$ cat config.mk
export PLATFORM = sky130hd
export DESIGN_NAME = dring_ctrl
export DESIGN_NICKNAME = d
export VERILOG_FILES = /design/src/rtl/dring_pkg.sv /design/src/rtl/dring_regs.sv /design/src/rtl/dring_seq.sv /design/src/rtl/dring_ctrl.sv
export SDC_FILE = /design/constraint.sdc
export NUM_CORES = 1
export LEC_CHECK = 0
export CAP_MARGIN = 0
export CORE_AREA = 2 2 196 198
export CTS_CLUSTER_SIZE = 8
export DETAILED_ROUTE_END_ITERATION = 10
export DIE_AREA = 0 0 198 200
export DONT_BUFFER_PORTS = 1
export GPL_TIMING_DRIVEN = 1
export PLACE_DENSITY_LB_ADDON = 0.15
export SLEW_MARGIN = 20
export SYNTH_ARGS = -nofsm -noshare
export SYNTH_HDL_FRONTEND = slang
export SYNTH_SLANG_ARGS = --single-unit
$ cat constraint.sdc
create_clock -name clk -period 5 [get_ports clk]
set_input_delay 0.75 -clock clk [delete_from_list [all_inputs] [get_ports clk]]
set_output_delay 0.75 -clock clk [all_outputs]
set_load 0.005 [all_outputs]
$ cat src/rtl/dring_pkg.sv
package dring_pkg;
  localparam int REG_AW = 3;
  localparam logic [REG_AW-1:0] RA_BASE_LO = 3'd0;
  localparam logic [REG_AW-1:0] RA_BASE_HI = 3'd1;
  localparam logic [REG_AW-1:0] RA_CTRL    = 3'd2;
  localparam logic [REG_AW-1:0] RA_STAT    = 3'd3;
  localparam logic [REG_AW-1:0] RA_SIZE    = 3'd4;
  localparam logic [REG_AW-1:0] RA_TIMING  = 3'd5;

  localparam int CTRL_GO    = 0;
  localparam int CTRL_ERRIE = 4;
  localparam int PTR_LSB    = 16;
  localparam int STAT_BUSY  = 0;
  localparam int STAT_ERR   = 4;
  localparam int STAT_DONE  = 5;
  localparam int DESC_IRQ   = 6;
  localparam int RES_OK     = 0;

  typedef enum logic [2:0] {
    S_IDLE, S_RD_REQ, S_RD_RSP, S_EXEC, S_WAIT, S_WB
  } seq_state_t;
endpackage

$ cat src/rtl/dring_regs.sv
module dring_regs
  import dring_pkg::*;
#(
  parameter int PTR_W  = 8,
  parameter int ADDR_W = 64
) (
  input  logic              clk,
  input  logic              rst_n,
  input  logic              reg_we,
  input  logic [REG_AW-1:0] reg_addr,
  input  logic [31:0]       reg_wdata,
  output logic [31:0]       reg_rdata,
  input  logic [PTR_W-1:0]  tail,
  input  logic              busy,
  input  logic              set_done,
  input  logic              set_err,
  output logic [ADDR_W-1:0] base,
  output logic [PTR_W-1:0]  ring_last,
  output logic [PTR_W-1:0]  head,
  output logic              go,
  output logic              irq_done,
  output logic              irq_err,
  output logic [1:0]        speed_sel
);
  localparam int HI_W = ADDR_W - 32;

  logic err_ie;
  logic stat_wr;

  assign stat_wr = reg_we && (reg_addr == RA_STAT);

  always_ff @(posedge clk) begin
    if (!rst_n) begin
      base      <= '0;
      ring_last <= '0;
      head      <= '0;
      go        <= 1'b0;
      err_ie    <= 1'b0;
      speed_sel <= 2'b00;
    end else if (reg_we) begin
      case (reg_addr)
        RA_BASE_LO: base[31:0] <= reg_wdata;
        RA_BASE_HI: base[ADDR_W-1:32] <= reg_wdata[HI_W-1:0];
        RA_CTRL: begin
          go     <= reg_wdata[CTRL_GO];
          err_ie <= reg_wdata[CTRL_ERRIE];
          head   <= reg_wdata[PTR_LSB +: PTR_W];
        end
        RA_SIZE:   ring_last <= reg_wdata[PTR_W-1:0];
        RA_TIMING: speed_sel <= reg_wdata[31:30];
        default: ;
      endcase
    end
  end

  // Sticky interrupt bits: a new event wins over a same-cycle clear.
  always_ff @(posedge clk) begin
    if (!rst_n) begin
      irq_done <= 1'b0;
      irq_err  <= 1'b0;
    end else begin
      if (set_done)
        irq_done <= 1'b1;
      else if (stat_wr && reg_wdata[STAT_DONE])
        irq_done <= 1'b0;
      if (set_err && err_ie)
        irq_err <= 1'b1;
      else if (stat_wr && reg_wdata[STAT_ERR])
        irq_err <= 1'b0;
    end
  end

  always_comb begin
    reg_rdata = '0;
    case (reg_addr)
      RA_BASE_LO: reg_rdata = base[31:0];
      RA_BASE_HI: reg_rdata[HI_W-1:0] = base[ADDR_W-1:32];
      RA_CTRL: begin
        reg_rdata[CTRL_GO]            = go;
        reg_rdata[CTRL_ERRIE]         = err_ie;
        reg_rdata[PTR_LSB +: PTR_W]   = head;
      end
      RA_STAT: begin
        reg_rdata[STAT_BUSY]          = busy;
        reg_rdata[STAT_ERR]           = irq_err;
        reg_rdata[STAT_DONE]          = irq_done;
        reg_rdata[PTR_LSB +: PTR_W]   = tail;
      end
      RA_SIZE:   reg_rdata[PTR_W-1:0] = ring_last;
      RA_TIMING: reg_rdata[31:30]     = speed_sel;
      default: ;
    endcase
  end
endmodule

$ cat src/rtl/dring_seq.sv
module dring_seq
  import dring_pkg::*;
#(
  parameter int PTR_W  = 8,
  parameter int ADDR_W = 64
) (
  input  logic              clk,
  input  logic              rst_n,
  input  logic              go,
  input  logic [PTR_W-1:0]  head,
  input  logic [PTR_W-1:0]  ring_last,
  input  logic [ADDR_W-1:0] base,
  output logic              mem_req_valid,
  input  logic              mem_req_ready,
  output logic              mem_req_write,
  output logic [ADDR_W-1:0] mem_req_addr,
  output logic [31:0]       mem_req_wdata,
  output logic [3:0]        mem_req_wstrb,
  input  logic              mem_rsp_valid,
  input  logic [31:0]       mem_rsp_data,
  output logic              exec_valid,
  input  logic              exec_ready,
  output logic [7:0]        exec_tgt,
  output logic [7:0]        exec_wr_len,
  output logic [7:0]        exec_rd_len,
  output logic [7:0]        exec_ctrl,
  output logic [63:0]       exec_dptr,
  input  logic              res_valid,
  output logic              res_ready,
  input  logic [7:0]        res_status,
  input  logic [7:0]        res_rx_cnt,
  input  logic [7:0]        res_tx_cnt,
  output logic [PTR_W-1:0]  tail,
  output logic              busy,
  output logic              set_done,
  output logic              set_err
);
  localparam int SLOT_SH = 4;             // 16-byte descriptors
  localparam logic [1:0] W_HDR = 2'd0;    // word 0: header bytes
  localparam logic [1:0] W_RES = 2'd1;    // word 1: result bytes
  localparam logic [1:0] W_PLO = 2'd2;    // word 2: pointer low
  localparam logic [1:0] W_PHI = 2'd3;    // word 3: pointer high
  localparam logic [3:0] WB_STRB = 4'b1101;

  seq_state_t          state;
  logic [1:0]          widx;
  logic [31:0]         hdr_q, plo_q, phi_q;
  logic [7:0]          st_q, rx_q, tx_q;
  logic [PTR_W-1:0]    tail_nx;
  logic [ADDR_W-1:0]   slot_addr;
  logic                wb_fire;

  assign tail_nx   = (tail == ring_last) ? '0 : tail + 1'b1;
  assign slot_addr = base + (ADDR_W'(tail) << SLOT_SH);
  assign wb_fire   = (state == S_WB) && mem_req_ready;
  assign busy      = (state != S_IDLE);

  assign exec_valid  = (state == S_EXEC);
  assign exec_tgt    = hdr_q[7:0];
  assign exec_wr_len = hdr_q[15:8];
  assign exec_rd_len = hdr_q[23:16];
  assign exec_ctrl   = hdr_q[31:24];
  assign exec_dptr   = {phi_q, plo_q};
  assign res_ready   = (state == S_WAIT);

  assign set_done = wb_fire && hdr_q[24 + DESC_IRQ];
  assign set_err  = wb_fire && !st_q[RES_OK];

  always_comb begin
    mem_req_valid = (state == S_RD_REQ) || (state == S_WB);
    mem_req_write = (state == S_WB);
    mem_req_wstrb = mem_req_write ? WB_STRB : 4'b0000;
    mem_req_wdata = {tx_q, rx_q, 8'h00, st_q};
    mem_req_addr  = slot_addr + ADDR_W'({(mem_req_write ? W_RES : widx), 2'b00});
  end

  always_ff @(posedge clk) begin
    if (!rst_n) begin
      state <= S_IDLE;
      widx  <= W_HDR;
      tail  <= '0;
      hdr_q <= '0;
      plo_q <= '0;
      phi_q <= '0;
      st_q  <= '0;
      rx_q  <= '0;
      tx_q  <= '0;
    end else begin
      case (state)
        S_IDLE: if (go && (tail != head)) begin
          state <= S_RD_REQ;
          widx  <= W_HDR;
        end
        S_RD_REQ: if (mem_req_ready) state <= S_RD_RSP;
        S_RD_RSP: if (mem_rsp_valid) begin
          case (widx)
            W_HDR:   hdr_q <= mem_rsp_data;
            W_PLO:   plo_q <= mem_rsp_data;
            default: phi_q <= mem_rsp_data;
          endcase
          if (widx == W_PHI) begin
            state <= S_EXEC;
          end else begin
            state <= S_RD_REQ;
            widx  <= (widx == W_HDR) ? W_PLO : W_PHI;
          end
        end
        S_EXEC: if (exec_ready) state <= S_WAIT;
        S_WAIT: if (res_valid) begin
          st_q  <= res_status;
          rx_q  <= res_rx_cnt;
          tx_q  <= res_tx_cnt;
          state <= S_WB;
        end
        S_WB: if (mem_req_ready) begin
          tail <= tail_nx;
          widx <= W_HDR;
          state <= (go && (tail_nx != head)) ? S_RD_REQ : S_IDLE;
        end
        default: state <= S_IDLE;
      endcase
    end
  end
endmodule

$ cat src/rtl/dring_ctrl.sv
module dring_ctrl
  import dring_pkg::*;
#(
  parameter int PTR_W  = 8,
  parameter int ADDR_W = 64
) (
  input  logic              clk,
  input  logic              rst_n,
  input  logic              reg_we,
  input  logic [2:0]        reg_addr,
  input  logic [31:0]       reg_wdata,
  output logic [31:0]       reg_rdata,
  output logic              mem_req_valid,
  input  logic              mem_req_ready,
  output logic              mem_req_write,
  output logic [ADDR_W-1:0] mem_req_addr,
  output logic [31:0]       mem_req_wdata,
  output logic [3:0]        mem_req_wstrb,
  input  logic              mem_rsp_valid,
  input  logic [31:0]       mem_rsp_data,
  output logic              exec_valid,
  input  logic              exec_ready,
  output logic [7:0]        exec_tgt,
  output logic [7:0]        exec_wr_len,
  output logic [7:0]        exec_rd_len,
  output logic [7:0]        exec_ctrl,
  output logic [63:0]       exec_dptr,
  input  logic              res_valid,
  output logic              res_ready,
  input  logic [7:0]        res_status,
  input  logic [7:0]        res_rx_cnt,
  input  logic [7:0]        res_tx_cnt,
  output logic              irq,
  output logic [1:0]        speed_sel
);
  logic [PTR_W-1:0]  tail_w, head_w, last_w;
  logic [ADDR_W-1:0] base_w;
  logic              go_w, busy_w, set_done_w, set_err_w, done_w, err_w;

  dring_regs #(.PTR_W(PTR_W), .ADDR_W(ADDR_W)) u_regs (
    .clk(clk), .rst_n(rst_n),
    .reg_we(reg_we), .reg_addr(reg_addr), .reg_wdata(reg_wdata), .reg_rdata(reg_rdata),
    .tail(tail_w), .busy(busy_w), .set_done(set_done_w), .set_err(set_err_w),
    .base(base_w), .ring_last(last_w), .head(head_w), .go(go_w),
    .irq_done(done_w), .irq_err(err_w), .speed_sel(speed_sel)
  );

  dring_seq #(.PTR_W(PTR_W), .ADDR_W(ADDR_W)) u_seq (
    .clk(clk), .rst_n(rst_n),
    .go(go_w), .head(head_w), .ring_last(last_w), .base(base_w),
    .mem_req_valid(mem_req_valid), .mem_req_ready(mem_req_ready),
    .mem_req_write(mem_req_write), .mem_req_addr(mem_req_addr),
    .mem_req_wdata(mem_req_wdata), .mem_req_wstrb(mem_req_wstrb),
    .mem_rsp_valid(mem_rsp_valid), .mem_rsp_data(mem_rsp_data),
    .exec_valid(exec_valid), .exec_ready(exec_ready),
    .exec_tgt(exec_tgt), .exec_wr_len(exec_wr_len), .exec_rd_len(exec_rd_len),
    .exec_ctrl(exec_ctrl), .exec_dptr(exec_dptr),
    .res_valid(res_valid), .res_ready(res_ready),
    .res_status(res_status), .res_rx_cnt(res_rx_cnt), .res_tx_cnt(res_tx_cnt),
    .tail(tail_w), .busy(busy_w), .set_done(set_done_w), .set_err(set_err_w)
  );

  assign irq = done_w | err_w;
endmodule

# Word-level counts from Yosys, hierarchy flattened
# Index checks and enable logic that the tools add are counted.
[totals]
register_bits = 219
output_inout_bits = 235
[op_classes]
n_bitwise = 2
addsub = 3
reduce_logical = 31
eq_ne = 22
mux = 31
[ops]
columns = ["op", "n"]
rows = [
  ["$add 64x12->64", 1],
  ["$add 64x4->64", 1],
  ["$pmux 8 s4", 1],
  ["$mux 3", 6],
  ["$pmux 2 s3", 3],
  ["$pmux 3 s6", 1],
  ["$ne 8x8->1", 2],
  ["$pmux 8 s2", 1],
  ["$reduce_and 2->1", 7],
  ["$eq 3x2->1 const B", 4],
  ["$eq 3x3->1 const B", 4],
  ["$mux 2", 6],
  ["$pmux 6 s2", 1],
  ["$ne 2x2->1 const B", 5],
  ["$pmux 1 s5", 2],
  ["$logic_and 1x1->1", 9],
  ["$pmux 3 s3", 1],
  ["$reduce_and 3->1", 3],
  ["$add 8x1->8 const B", 1],
  ["$eq 8x8->1", 1],
  ["$mux 8", 1],
  ["$eq 3x1->1 const B", 2],
  ["$logic_not 3->1", 2],
  ["$mux 1", 6],
  ["other kinds (14)", 18],
]

# Longest topological paths before layout
# Gate-level depths: netlist of the first run.
[logic_depth]
depth_word = 7
mapped_depth = 14
mapped_depth_nobuf = 13

# Hierarchy
# From an unflattened synthesis of the first run, not the netlist that was laid out.
[unflattened]
cells_unflattened = 1401
area_unflattened_um2 = 11051.8
[by_module_without_submodules]
columns = ["module", "instances", "cells_each", "area_each_um2"]
rows = [
  ["dring_seq", 1, 932, 7189.4],
  ["dring_regs", 1, 468, 3856.2],
  ["dring_ctrl", 1, 1, 6.3],
]

# Least setup slack after synthesis of the first run
# No wires, ideal clock.
[synth_timing]
kind = "register -> output"
from = "register u_seq.state[0]"
to = "output mem_req_addr[24]"
arrival_time_ns = 2.708
required_ns = 4.250
path_stages_with_launch = 15
path_slack_ns = 1.542
cell_sequence = "dfxtp_1 > buf_2 > inv_1 > or2_2 > nand2_1 > ha_1 > inv_1 > fa_1 > nor2b_1 > o21a_1 > o21ai_0 > a21oi_2 > nor2_1 > nor4_1 > xor2_1"
[synth_via]
elab_chain_cells = 3
[synth_lines]
columns = ["item", "line_no", "source"]
rows = [
  ["start: declaration", "dring_seq.sv:45", "seq_state_t state;"],
  ["start signal: assignment", "dring_seq.sv:118", "state <= (go && (tail_nx != head)) ? S_RD_REQ : S_IDLE;"],
  ["$eq 3x3->1", "dring_seq.sv:71", "mem_req_write = (state == S_WB);"],
  ["$mux 2", "dring_seq.sv:74", "mem_req_addr = slot_addr + ADDR_W'({(mem_req_write ? W_RES : widx), 2'b00});"],
  ["$add 64x4->64", "dring_seq.sv:74", ""],
  ["end: declaration", "dring_ctrl.sv:16", "output logic [ADDR_W-1:0] mem_req_addr,"],
]
# No other way between the ends.

# Final worst setup path of the first run
[layout_timing]
from = "register u_seq.state[0]"
to = "output mem_req_addr[34]"
# The elaborated chain is that of the path after synthesis.

==> results of run 1 <==
## worst min path at each step
stage	end	depth (start not counted)	slack [ns]	start
floorplan	u_regs.err_ie	2	0.45	u_regs.err_ie
global placement	u_seq.tx_q[2]	2	0.47	u_seq.tx_q[2]
detailed placement	u_seq.hdr_q[12]	2	0.48	u_seq.hdr_q[12]
CTS	u_regs.base[40]	2	0.29	reg_wdata[8]
global route	u_regs.base[24]	2	0.30	reg_wdata[24]
finish	u_regs.base[24]	2	0.33	reg_wdata[24]
## per-layer routing
layer	track usage, %	part of all wire, %	wire [µm]	vias to the layer above
met1	22.01	41	15500	4306
met4	3.370	1.1	432	0
met3	7.695	11	4238	31
met5	0	0	0	-
li1	-	-	-	4528
met2	30.83	46	17420	324
## placed cells by master, fill, tap and decap left out, types with 3 or more instances in the layout
| cell type | synthesis | routed |
|---|---|---|
| nand3_1 | 29 | 28 |
| a22oi_1 | 3 | 3 |
| mux2i_1 | 25 | 25 |
| and2_1 | 8 | 7 |
| nor2_1 | 78 | 75 |
| inv_1 | 22 | 22 |
| nor3_1 | 7 | 5 |
| nor2_2 | 0 | 3 |
| nand4_1 | 14 | 14 |
| a31oi_1 | 8 | 8 |
| a21oi_1 | 16 | 16 |
| a21boi_1 | 6 | 6 |
| nand2b_1 | 6 | 6 |
| xor2_1 | 23 | 23 |
| o21bai_1 | 4 | 4 |
| mux4_2 | 10 | 10 |
| nand2_1 | 454 | 453 |
| clkbuf_16 | 0 | 31 |
| ha_1 | 11 | 11 |
| nor3_2 | 1 | 3 |
| nor2b_1 | 24 | 24 |
| conb_1 | 1 | 9 |
| and4_1 | 7 | 7 |
| dfxtp_1 | 219 | 219 |
| a21boi_0 | 199 | 199 |
| o211ai_1 | 3 | 3 |
| a21o_1 | 6 | 6 |
| o22ai_1 | 3 | 3 |
| clkbuf_1 | 72 | 3 |
| nor4_1 | 3 | 3 |
| o21ai_0 | 18 | 18 |
| and3_1 | 14 | 14 |
| buf_4 | 15 | 11 |
| xnor2_1 | 62 | 62 |
| or2_2 | 4 | 4 |
## where the power goes
part           switching [mW]  internal (mW)  total (mW)
logic                  0.0685         0.0663       0.135
registers              0.0304           1.77        1.80
clock network           0.754           1.10        1.85
total                   0.853           2.93        3.79
## area by class of cell
cell class                 instances  share of cell area (%)
sequential                       219                   35.87
tap                              511                   5.231
inverter                          22                  0.6757
clock buffer                      35                   6.552
timing repair buffer              11                  0.6757
multi-input combinational       1079                   50.99
## state kept, by name (all words and copies together) (netlist names)
register,count
u_regs.base,64
u_regs.err_ie,1
u_regs.go,1
u_regs.head,8
u_regs.irq_done,1
u_regs.irq_err,1
u_regs.ring_last,8
u_regs.speed_sel,2
u_seq.hdr_q,32
u_seq.phi_q,32
u_seq.plo_q,32
u_seq.rx_q,8
u_seq.st_q,8
u_seq.state,3
u_seq.tail,8
u_seq.tx_q,8
u_seq.widx,2
## cell families (layout without fill, tap and decap cells)
| kind of cell | after synthesis | after routing |
|---|---|---|
| compound gates | 279 | 279 |
| xor+xnor | 85 | 85 |
| fa+ha+maj | 12 | 12 |
| buf+inv | 129 | 68 |
| flops | 219 | 219 |
| mux | 36 | 36 |
| other cells | 1 | 9 |
| simple gates | 658 | 658 |
## worst max-delay path, stage by stage, from the launching register on
cell	delay, ns
dfxtp_1	0.50
inv_1	0.11
or2_2	0.34
nand2_1	0.09
ha_1	0.17
inv_1	0.06
fa_1	0.40
nor2b_1	0.13
o21a_1	0.13
o21ai_0	0.12
a21oi_2	0.15
buf_4	0.20
o21ai_1	0.24
nor2_1	0.20
xor2_1	0.21
==> impl_metrics.json, run 1 <==
{
  "async_flop_share_pct": 0,
  "setup-tns-final_ns": 0,
  "drive_gt1_share_pct": 5.198,
  "vias": 9189,
  "crit_start": "u_seq.state[0]",
  "ant_nets": 0,
  "synth_edf_count": 0,
  "power_density_nw_per_um2": 309.7,
  "routabilityCongestion": 0.7739,
  "via_per_inst": 4.896,
  "area_growth_syn_to_layout_pct": 9.814,
  "postPlaceCellArea_um2": 11420,
  "drc": 0,
  "row_count": 71,
  "cts_resized": 0,
  "grt_pass1_vias": 8844,
  "cp_max_fo": 10,
  "die_h_um": 200,
  "yosysTopAreaCellShare_pct": 39.39,
  "final_max_slew_viol_count": 0,
  "wl_mm": 37.59,
  "synth_top_family_by_area": "simple AND/OR/NAND/NOR gates",
  "start_kind": "flop",
  "post_synth_mux_area_share_pct": 4.373,
  "die-area_um2": 39600,
  "dp_cells": 1842,
  "synth_ff_type": "dfxtp_1",
  "pre_cts_ws_ns": 1.189,
  "clock.fmax_mhz": 230.3,
  "fin_worst_skew_ns": 0.01099,
  "nNetsFinal": 1474,
  "cp_data_required_time_ns": 4.25,
  "drt-wirelength-per-cell_um": 20.03,
  "final_cells": 1877,
  "fin_crit_ns": 4.343,
  "hold_ws_ns": 0.3332,
  "cts_tree": "yes",
  "peakVddDrop_mv": 0.2520,
  "cts.sinks": 219,
  "slew_headroom_pct": 36.41,
  "final_util_pct": 32.68,
  "synth.distinct_cells": 56,
  "setup_viol": 0,
  "io_buffers": 0,
  "r2r-end": "u_seq.state[0]",
  "dp.final_hpwl_mm": 26.04,
  "drv_cap": 0,
  "yosys.area_share.simple_pct": 24.91,
  "rsz0062_at_grt": "false",
  "synth_commonest_cells": "454 x nand2_1, 219 x dfxtp_1, 199 x a21boi_0",
  "postCtsSetupRepairBufs": 0,
  "hold_violations": 0,
  "n_antenna_cell": 0,
  "tightest_slew_ns": 0.9516,
  "clk_latency_ns": 0.56,
  "start_util_pct": 29.76,
  "fin_area_um2": 12220,
  "die_w_um": 198,
  "reg2reg_depth": 8,
  "grt.overflow.total": 0,
  "cts_root_buffer": "clkbuf_16",
  "clk_path_buf_depth": 3,
  "yosysMostFrequentCell": "nand2_1",
  "worst_setup_path_end_kind": "output pin",
  "synth_warnings": 0,
  "hold_path_class": "primary input to flop",
  "design_power_total_mw": 3.785,
  "fillers": 3994,
  "synth.largest_area_cell": "dfxtp_1",
  "hold_buffers": 0,
  "path_clk_slew_ns": 0.06,
  "grt_usage_pct": 18.31,
  "status": "finished clean",
  "ys_top_cells_by_area": "dfxtp_1 39%, nand2_1 15%, a21boi_0 13%, xnor2_1 4.9%, nor2_1 2.6%",
  "ys_ff_latch": 219,
  "syn-cell-area_um2": 11130,
  "core_region_area_um2": 37400,
  "r2r_start": "u_seq.tail[0]",
  "ctsHtreeMaxLevel": 1,
  "fin_crit_sh_pct": 86.85,
  "io_pins": 333,
  "synth-compound-area-share_pct": 18.06,
  "synthAdderAreaFrac_pct": 1.417,
  "synthXorXnorAreaFrac_pct": 6.689,
  "power_leakage_nw": 4.087,
  "syn_inst": 1419,
  "drt_iter0_drc": 438,
  "syn_area_per_cell_um2": 7.843,
  "antenna_found_initial": 0,
  "first_pass_iters": 5,
  "grt_max_degree": 221,
  "synth-seq-area-share_pct": 39.39,
  "cts_made_buffers": 31,
  "regArea_um2": 4384,
  "cp.arrival_ns": 3.59,
  "worst_slack_ns": 0.6574,
  "grt_pass1_wl_mm": 55.70,
  "critPathCapture": "mem_req_addr[34]",
  "r2r_slack_ns": 2.30,
  "multiInputGateArea_um2": 6232,
  "crit_type": "flop to output pin"
}
Power figures use the tool's default switching activity.
==> run 2: changes to the inputs <==
--- a/config.mk
+++ b/config.mk
@@ -5,14 +5,14 @@
 export SDC_FILE = /design/constraint.sdc
 export NUM_CORES = 1
 export LEC_CHECK = 0
-export CAP_MARGIN = 0
+export CAP_MARGIN = 25
 export CORE_AREA = 2 2 196 198
 export CTS_CLUSTER_SIZE = 8
 export DETAILED_ROUTE_END_ITERATION = 10
 export DIE_AREA = 0 0 198 200
 export DONT_BUFFER_PORTS = 1
 export GPL_TIMING_DRIVEN = 1
-export PLACE_DENSITY_LB_ADDON = 0.15
+export PLACE_DENSITY = 0.44
 export SLEW_MARGIN = 20
 export SYNTH_ARGS = -nofsm -noshare
 export SYNTH_HDL_FRONTEND = slang
==> run 2 against run 1 <==
Setup slack lost 0.025 ns. Total power grew 0.93%. Register-to-register slack gained 0.09 ns. Final area grew 0.22%. Clock-buffer cell count is the same. Critical path depth is the same. Utilization grew 0.070 points. Die area is the same. Via count shrank 1.1%. Sequential share of layout area shrank 0.077 points.
==> impl_metrics.json, run 2 (synthesized netlist as in run 1, its figures left out) <==
{
  "status": "finished clean",
  "hold_ws_ns": 0.3138,
  "start_util_pct": 29.76,
  "grt_max_degree": 221,
  "n_antenna_cell": 0,
  "dp.final_hpwl_mm": 26.28,
  "io_buffers": 0,
  "slowest_stage": "dfxtp_1",
  "drv_cap": 0,
  "fin_worst_skew_ns": 0.02635,
  "slowest_delay_ns": 0.50,
  "cp_cell_sequence": "inv_1, or2_2, nand2_1, ha_1, inv_1, fa_1, nor2b_1, o21a_1, o21ai_0, a21oi_2, buf_4, o21ai_1, nor2_1, xor2_1",
  "ctsHtreeMaxLevel": 1,
  "cp_max_fo": 10,
  "start_kind": "flop",
  "drive_gt1_share_pct": 5.263,
  "setup_viol": 0,
  "design_power_total_mw": 3.820,
  "peakVddDrop_mv": 0.2617,
  "postPlaceCellArea_um2": 11430,
  "area_growth_syn_to_layout_pct": 10.05,
  "nNetsFinal": 1475,
  "via_per_inst": 4.838,
  "cts_made_buffers": 31,
  "rsz0062_at_grt": "false",
  "power_density_nw_per_um2": 311.9,
  "final_common_cell": "nand2_1",
  "cts_tree": "yes",
  "cts_root_buffer": "clkbuf_16",
  "worst_slack_ns": 0.6322,
  "slew_headroom_pct": 38.80,
  "ant_nets": 0,
  "pre_cts_ws_ns": 1.227,
  "cts_resized": 0,
  "cts.sinks": 219,
  "multiInputGateArea_um2": 6231,
  "crit_buf_inv": 3,
  "clk_latency_ns": 0.58,
  "largest_reg_flops": 64,
  "hold_violations": 0,
  "critPathTopFamily": "simple AND/OR/NAND/NOR gates",
  "drt-wirelength-per-cell_um": 20.06,
  "worst_setup_path_end_kind": "output pin",
  "crit_top_cell": "inv_1",
  "hold_path_class": "primary input to flop",
  "fillers": 3988,
  "die_w_um": 198,
  "fin_crit_ns": 4.368,
  "final_cell_mix": "453 x nand2_1, 219 x dfxtp_1, 199 x a21boi_0, 75 x nor2_1, 62 x xnor2_1",
  "setup-tns-final_ns": 0,
  "core_region_area_um2": 37400,
  "clock.fmax_mhz": 228.9,
  "clk_path_buf_depth": 3,
  "hold_buffers": 0,
  "wl_mm": 37.70,
  "fin_area_um2": 12250,
  "cp.arrival_ns": 3.62,
  "routabilityCongestion": 0.7680,
  "final_max_slew_viol_count": 0,
  "cp_data_required_time_ns": 4.25,
  "io_pins": 333,
  "vias": 9090,
  "tightest_slew_ns": 0.9157,
  "grt.overflow.total": 0,
  "postCtsSetupRepairBufs": 0,
  "grt_pass1_wl_mm": 55.84,
  "fin_crit_sh_pct": 87.36,
  "die-area_um2": 39600,
  "antenna_found_initial": 0,
  "drt_iter0_drc": 324,
  "grt_pass1_vias": 8789,
  "path_clk_slew_ns": 0.05,
  "first_pass_iters": 4,
  "row_count": 71,
  "crit_type": "flop to output pin",
  "regMostFlops": "u_regs.base",
  "power_leakage_nw": 4.100,
  "drc": 0,
  "grt_usage_pct": 18.31,
  "regArea_um2": 4384,
  "die_h_um": 200
}
[run 2: worst reg2reg max path, stage by stage (launching register included)]
cell,delay [ns]
dfxtp_1,0.66
ha_1,0.34
nand3_1,0.26
o21a_1,0.30
nor3_1,0.17
a21oi_1,0.06
o41ai_1,0.26
a31oi_1,0.13
a221o_1,0.31
[run 2: final timing paths]
path / startpoint / to / slack (ns) / depth (start not counted)
max reg2reg: u_seq.tail[0] / u_seq.state[0] / 2.39 / 8
min: reg_wdata[28] / u_regs.base[28] / 0.31 / 2
min reg2reg: u_seq.st_q[4] / u_seq.st_q[4] / 0.48 / 2
max: u_seq.state[0] / mem_req_addr[36] / 0.63 / 14
[run 2: power by group]
part,switching [mW],total (mW),internal (mW),leakage (nW)
combinational,0.0674,0.134,0.0668,1.93
sequential,0.0311,1.80,1.77,1.77
clock,0.780,1.89,1.11,0.403
[run 2: routing by layer]
| layer | global-route usage [%] | wire length (µm) |
|---|---|---|
| met5 | 0 | 0 |
| met4 | 3.899 | 534 |
| met3 | 7.644 | 4169 |
| met2 | 30.54 | 17220 |
| met1 | 22.08 | 15770 |
[run 2: through the flow]
stage               cells  utilization, %
floorplan            1427               -
global placement     1843           30.55
detailed placement   1843           30.55
CTS                  1879           32.75
global route         1879           32.75
finish               1879           32.75
[run 2: layout make-up]
type,count,area share [%]
flip-flops and latches,219,35.80
clock inverters,1,0.1634
inverters,22,0.6742
clock buffers,35,6.538
multi-input cells,1079,50.87
repair buffers,12,0.7355
well taps,511,5.220
